`src/rtl/icu_pkg.sv`:
```
`timescale 1ns/1ps
package icu_pkg;

    localparam int BANK_AW = 2;
    localparam int REG_AW  = 3;
    localparam int ADDR_W  = BANK_AW + REG_AW;

    typedef enum logic [REG_AW-1:0] {
        REG_ENABLE = 3'd0,
        REG_STATUS = 3'd1,
        REG_TYPE   = 3'd2,
        REG_SENSE  = 3'd3,
        REG_ROUTE  = 3'd4
    } reg_sel_e;

    typedef enum logic [BANK_AW-1:0] {
        BANK_MAIN  = 2'd0,
        BANK_SUB_A = 2'd1,
        BANK_SUB_B = 2'd2
    } bank_e;

    typedef struct packed {
        logic irq;
        logic fiq;
    } req_t;

    function automatic bank_e addr_bank(input logic [ADDR_W-1:0] a);
        return bank_e'(a[ADDR_W-1:REG_AW]);
    endfunction

    function automatic reg_sel_e addr_reg(input logic [ADDR_W-1:0] a);
        return reg_sel_e'(a[REG_AW-1:0]);
    endfunction

endpackage

```
`src/rtl/icu_sync.sv`:
```
`timescale 1ns/1ps
module icu_sync #(
    parameter int W      = 32,
    parameter int STAGES = 2
) (
    input  logic         clk,
    input  logic         rst,
    input  logic [W-1:0] d,
    output logic [W-1:0] q
);
    logic [W-1:0] stg [STAGES];

    always_ff @(posedge clk) begin
        if (rst) begin
            for (int i = 0; i < STAGES; i++) stg[i] <= '0;
        end else begin
            stg[0] <= d;
            for (int i = 1; i < STAGES; i++) stg[i] <= stg[i-1];
        end
    end

    assign q = stg[STAGES-1];
endmodule

```
`src/rtl/icu_line_detect.sv`:
```
`timescale 1ns/1ps
module icu_line_detect (
    input  logic clk,
    input  logic rst,
    input  logic in_sync,
    input  logic edge_mode,
    input  logic sense_high,
    input  logic clr,
    output logic status
);
    logic act;
    logic act_q;
    logic edge_ev;

    assign act     = sense_high ? in_sync : ~in_sync;
    assign edge_ev = act & ~act_q;

    always_ff @(posedge clk) begin
        if (rst) begin
            act_q  <= 1'b0;
            status <= 1'b0;
        end else begin
            act_q <= act;
            if (edge_mode) status <= (status & ~clr) | edge_ev;
            else           status <= act;
        end
    end


    edge_set_chk: assert property (@(posedge clk) disable iff (rst)
        (edge_mode && edge_ev) |=> status);


    edge_hold_chk: assert property (@(posedge clk) disable iff (rst)
        (edge_mode && status && !clr) |=> status);


    w1c_clear_chk: assert property (@(posedge clk) disable iff (rst)
        (edge_mode && clr && !edge_ev) |=> !status);


    level_follow_chk: assert property (@(posedge clk) disable iff (rst)
        (!edge_mode) |=> (status == $past(act)));
endmodule

```
`src/rtl/icu_bank.sv`:
```
`timescale 1ns/1ps
module icu_bank
    import icu_pkg::*;
#(
    parameter int                NLINES      = 32,
    parameter int                SYNC_STAGES = 2,
    parameter logic [NLINES-1:0] EN_RST      = '0,
    parameter logic [NLINES-1:0] ROUTE_RST   = '0
) (
    input  logic              clk,
    input  logic              rst,
    input  logic [NLINES-1:0] src,
    input  logic              wr_en,
    input  reg_sel_e          sel,
    input  logic [NLINES-1:0] wr_data,
    output logic [NLINES-1:0] rd_data,
    output req_t              req
);
    logic [NLINES-1:0] en_r, type_r, sense_r, route_r;
    logic [NLINES-1:0] src_s, status, clr;
    logic [NLINES-1:0] live;

    icu_sync #(.W(NLINES), .STAGES(SYNC_STAGES)) u_sync (
        .clk (clk),
        .rst (rst),
        .d   (src),
        .q   (src_s)
    );

    assign clr = (wr_en && sel == REG_STATUS) ? wr_data : '0;

    for (genvar i = 0; i < NLINES; i++) begin : g_line
        icu_line_detect u_det (
            .clk        (clk),
            .rst        (rst),
            .in_sync    (src_s[i]),
            .edge_mode  (type_r[i]),
            .sense_high (sense_r[i]),
            .clr        (clr[i]),
            .status     (status[i])
        );
    end

    always_ff @(posedge clk) begin
        if (rst) begin
            en_r    <= EN_RST;
            type_r  <= '0;
            sense_r <= '1;
            route_r <= ROUTE_RST;
        end else if (wr_en) begin
            case (sel)
                REG_ENABLE: en_r    <= wr_data;
                REG_TYPE:   type_r  <= wr_data;
                REG_SENSE:  sense_r <= wr_data;
                REG_ROUTE:  route_r <= wr_data;
                default: ;
            endcase
        end
    end

    always_comb begin
        case (sel)
            REG_ENABLE: rd_data = en_r;
            REG_STATUS: rd_data = status;
            REG_TYPE:   rd_data = type_r;
            REG_SENSE:  rd_data = sense_r;
            REG_ROUTE:  rd_data = route_r;
            default:    rd_data = '0;
        endcase
    end

    assign live    = status & en_r;
    assign req.irq = |(live & ~route_r);
    assign req.fiq = |(live & route_r);


    mask_quiet_chk: assert property (@(posedge clk) disable iff (rst)
        (en_r == '0) |-> (!req.irq && !req.fiq));
endmodule

```
`src/rtl/icu_cascade_top.sv`:
```
`timescale 1ns/1ps
module icu_cascade_top
    import icu_pkg::*;
#(
    parameter int NLINES      = 32,
    parameter int SYNC_STAGES = 2
) (
    input  logic              clk,
    input  logic              rst,
    input  logic              reg_wr,
    input  logic [ADDR_W-1:0] reg_addr,
    input  logic [NLINES-1:0] reg_wdata,
    output logic [NLINES-1:0] reg_rdata,
    input  logic [NLINES-1:0] main_src,
    input  logic [NLINES-1:0] sub_a_src,
    input  logic [NLINES-1:0] sub_b_src,
    output logic              irq_o,
    output logic              fiq_o
);
    localparam int NSUB       = 2;
    localparam int CASC_IRQ_A = 0;
    localparam int CASC_IRQ_B = 1;
    localparam int CASC_FIQ_A = NLINES - 2;
    localparam int CASC_FIQ_B = NLINES - 1;
    localparam logic [NLINES-1:0] ONE       = NLINES'(1);
    localparam logic [NLINES-1:0] FIQ_MASK  = (ONE << CASC_FIQ_A) | (ONE << CASC_FIQ_B);
    localparam logic [NLINES-1:0] CASC_MASK = (ONE << CASC_IRQ_A) | (ONE << CASC_IRQ_B) | FIQ_MASK;

    bank_e             bank_idx;
    reg_sel_e          reg_idx;
    logic [NLINES-1:0] sub_src [NSUB];
    logic [NLINES-1:0] sub_rd  [NSUB];
    req_t              sub_req [NSUB];
    logic [NLINES-1:0] main_mix;
    logic [NLINES-1:0] main_rd;
    req_t              main_req;

    assign bank_idx   = addr_bank(reg_addr);
    assign reg_idx    = addr_reg(reg_addr);
    assign sub_src[0] = sub_a_src;
    assign sub_src[1] = sub_b_src;

    for (genvar s = 0; s < NSUB; s++) begin : g_sub
        icu_bank #(
            .NLINES      (NLINES),
            .SYNC_STAGES (SYNC_STAGES),
            .EN_RST      ('0),
            .ROUTE_RST   ('0)
        ) u_bank (
            .clk     (clk),
            .rst     (rst),
            .src     (sub_src[s]),
            .wr_en   (reg_wr && bank_idx == bank_e'(s + 1)),
            .sel     (reg_idx),
            .wr_data (reg_wdata),
            .rd_data (sub_rd[s]),
            .req     (sub_req[s])
        );
    end

    always_comb begin
        main_mix             = main_src;
        main_mix[CASC_IRQ_A] = sub_req[0].irq;
        main_mix[CASC_IRQ_B] = sub_req[1].irq;
        main_mix[CASC_FIQ_A] = sub_req[0].fiq;
        main_mix[CASC_FIQ_B] = sub_req[1].fiq;
    end

    icu_bank #(
        .NLINES      (NLINES),
        .SYNC_STAGES (SYNC_STAGES),
        .EN_RST      (CASC_MASK),
        .ROUTE_RST   (FIQ_MASK)
    ) u_main (
        .clk     (clk),
        .rst     (rst),
        .src     (main_mix),
        .wr_en   (reg_wr && bank_idx == BANK_MAIN),
        .sel     (reg_idx),
        .wr_data (reg_wdata),
        .rd_data (main_rd),
        .req     (main_req)
    );

    always_comb begin
        case (bank_idx)
            BANK_MAIN:  reg_rdata = main_rd;
            BANK_SUB_A: reg_rdata = sub_rd[0];
            BANK_SUB_B: reg_rdata = sub_rd[1];
            default:    reg_rdata = '0;
        endcase
    end

    assign irq_o = main_req.irq;
    assign fiq_o = main_req.fiq;
endmodule

```
`config.mk`:
```
export PLATFORM = sky130hd
export DESIGN_NAME = icu_cascade_top
export DESIGN_NICKNAME = d
export VERILOG_FILES = /design/src/rtl/icu_pkg.sv /design/src/rtl/icu_sync.sv /design/src/rtl/icu_line_detect.sv /design/src/rtl/icu_bank.sv /design/src/rtl/icu_cascade_top.sv
export SDC_FILE = /design/constraint.sdc
export NUM_CORES = 2
export LEC_CHECK = 0
export ABC_AREA = 1
export CAP_MARGIN = 20
export CORE_UTILIZATION = 62
export CTS_BUF_LIST = sky130_fd_sc_hd__clkbuf_4
export DETAILED_ROUTE_END_ITERATION = 10
export PLACE_DENSITY_LB_ADDON = 0.3
export REMOVE_ABC_BUFFERS = 1
export SYNTH_ARGS = -nofsm -noshare
export SYNTH_HDL_FRONTEND = slang
export SYNTH_SLANG_ARGS = --single-unit
```
`constraint.sdc`:
```
create_clock -name clk -period 2.3 [get_ports clk]
set_input_delay 0.46 -clock clk [delete_from_list [all_inputs] [get_ports clk]]
set_output_delay 0.46 -clock clk [all_outputs]
set_load 0.02 [all_outputs]
```
==> metrics.yaml <==
holdWs_ns: 0.156
antenna_found_initial: 5
slew-limit-headroom_pct: 41.8
fin_util_pct: 83.0
clock-sinks: 768
slowest_delay_ns: 0.34
ys_types: 28
worst_slack_ns: -0.681
dr.pass1.iters: 10
port_buffers: 165
most-common-layout-cells: "877 x nand2_1, 769 x nor2_1, 548 x dfxtp_1"
drive_gt1_share_pct: 23.0
final_cell_area_mm2: 0.0418
antenna_left: 0
drc: 0
fin_cells: 5893
final_common_cell: "nand2_1"
fillers: 2875
outcome: "finished, violations left"
r2r-start: "g_sub[1].u_bank.route_r[26]$_SDFFE_PP0P_"
core_mm2: 0.0504
post-route-period-util_pct: 130
yosysWarnings: 0
leakage_nw: 18.5
syn_inst: 4541
vdd_drop_max_mv: 0.507
placed_cells: 5339
rsz0062_at_grt: "yes"
detail_route.wl_per_cell_um: 20.6
worst-setup-path-type: "register to output port"
post-route-min-period_ns: 2.98
fin_tns_setup_ns: -10.21
violations: "negative setup slack"
synthTopCellsByArea: "dfxtp_1 48%, nand2_1 11%, nor2_1 9.3%, nand3_1 8.0%, o21ai_0 6.9%"
hold_path.class: "input port to register"
via_per_inst: 6.03
die_w_um: 229
cts_buffer_depth: 3
hold_viol: 0
ios: 170
pre_cts_ws_ns: -0.903
numCtsBuffers: 185
min_path_cells: 4
power_density_mw_per_mm2: 677
layout.area.seq_mm2: 0.0157
ys_seq_elements: 768
crit_chain: "nand3_2, nand2_1, nor2_1, buf_4, nand4_1, nor2_2, nand2_2, buf_6"
clock-root-buffer: "clkbuf_4"
maxSlewViolCount: 0
clkTransAtPathRegs_ns: 0.08
fin_worst_skew_ns: 0.0879
grt_pass1_wl_mm: 178
wirelength_mm: 121
synth_seq_area_share_pct: 48.3
multi_input_area_mm2: 0.0148
drt_iter0_drc: 5920
worst_slew_pin_slew_ns: 0.871
final_nets: 5202
synth_area_leader_cell: "dfxtp_1"
grt_pass1_vias: 33255
total_power_mw: 28.3
clock_latency_ns: 1.13
start_util_pct: 63.2
post-dp-hpwl_mm: 68.7
slowest_stage: "dfxtp_2"
crit_fanout: 2
syn_to_final_growth_pct: 31.3
grt_use_total_pct: 43.5
reg2regPathDepth: 7
cts_tree: "built"
critPathCaptureType: "output port"
die-area_mm2: 0.0523
gr-total-overflow: 0
setup_viol: 34
std_cell_rows: 82
synth.cell_area_mm2: 0.0319
cp-startpoint: "u_main.en_r[22]$_SDFFE_PP0P_"
max_freq_mhz: 335
worstHoldStart: "reg_wdata[7]"
syn_avg_cell_area_um2: 7.01
cap_violations: 0
worstPathArrival_ns: 2.52
cp.required_ns: 1.84
grt_max_degree: 113
place_area_mm2: 0.0358
gp_congestion: 0.969
cp-start-kind: "register"
die_h_um: 229
synth_top_area_share_pct: 48.3
htreeDepth: 4
vias: 35523
==> cells in the mapped netlist <==
master and instances:
dfxtp_1 768, buf_1 7, xnor2_1 20, o211ai_1 15, nand3b_1 6, o21bai_1 22, nor2_1 787, inv_2 15
nand3_1 511, o22ai_1 14, inv_1 423, o21ai_1 28, inv_4 1, a31oi_1 15, clkbuf_1 197, nand3_2 2
xor2_1 68, clkinv_1 2, buf_4 2, nor2_2 7, nand3_4 1, a21oi_1 156, nand2_1 936, nand4_1 34
buf_2 64, nor3_1 3, and3_1 1, o21ai_0 436
==> power breakdown <==
part           switching [mW]  internal [mW]  total [mW]
registers               0.235           13.7        13.9
logic                    1.52           1.04        2.56
clock network            5.78           6.09        11.9
==> flip-flops by register name, indices dropped and copies added, names as in the netlist <==
name,flops
g_sub.u_bank.g_line.u_det.act_q,64
u_main.u_sync.stg,64
u_main.g_line.u_det.act_q,32
u_main.type_r,32
g_sub.u_bank.u_sync.stg,128
g_sub.u_bank.type_r,64
u_main.g_line.u_det.status,32
u_main.sense_r,32
u_main.route_r,32
g_sub.u_bank.sense_r,64
g_sub.u_bank.route_r,64
g_sub.u_bank.en_r,64
g_sub.u_bank.g_line.u_det.status,64
u_main.en_r,32
==> worst max-delay path, delay by kind of cell, from the launching register on <==
kind	cells	cell delay [ns]
simple gates	6	0.74
flops	1	0.34
buf+inv	2	0.30
==> routing by layer <==
metal	vias to the layer above	track usage, %	share of wire [%]
met4	2	33.9	8.8
met1	15927	51.7	33
met3	922	12.3	16
li1	15574	-	-
met5	-	0	0.015
met2	3098	66.5	43
==> area by class of cell <==
cell class | count | share of cell area (%)
well taps | 672 | 2.01
multi-input cells | 3062 | 35.5
clock inverters | 60 | 0.976
repair buffers | 608 | 15.1
diodes | 10 | 0.0598
clock buffers | 272 | 4.88
flip-flops and latches | 768 | 37.5
inverters | 441 | 4.04
==> worst paths after layout <==
check,endpoint,slack [ns]
max,fiq_o,-0.68
min,g_sub[1].u_bank.sense_r[7]$_SDFFE_PP1P_,0.16
max reg2reg,u_main.u_sync.stg[0][1]$_SDFF_PP0_,0.66
min reg2reg,g_sub[1].u_bank.u_sync.stg[0][53]$_SDFF_PP0_,0.36
==> kinds of logic (layout without fill, tap and decap cells) <==
group | Yosys count | after routing | share of synthesized area [%]
simple gates | 2288 | 2288 | 29.5
xor+xnor | 88 | 88 | 2.42
buf+inv | 711 | 1381 | 8.66
other cells | 0 | 10 | 0
flops | 768 | 768 | 48.3
compound gates | 686 | 686 | 11.2
==> repair_timing <==
action	in CTS	in global routing
buffers inserted	77	39
hold buffers	93	0
endpoints found under the setup margin	34	34
cloned	2	3
resized for setup	561	282
pin swaps	147	135
endpoints found under the hold margin	361	0
Note: power is estimated with default switching activity, not from simulation.
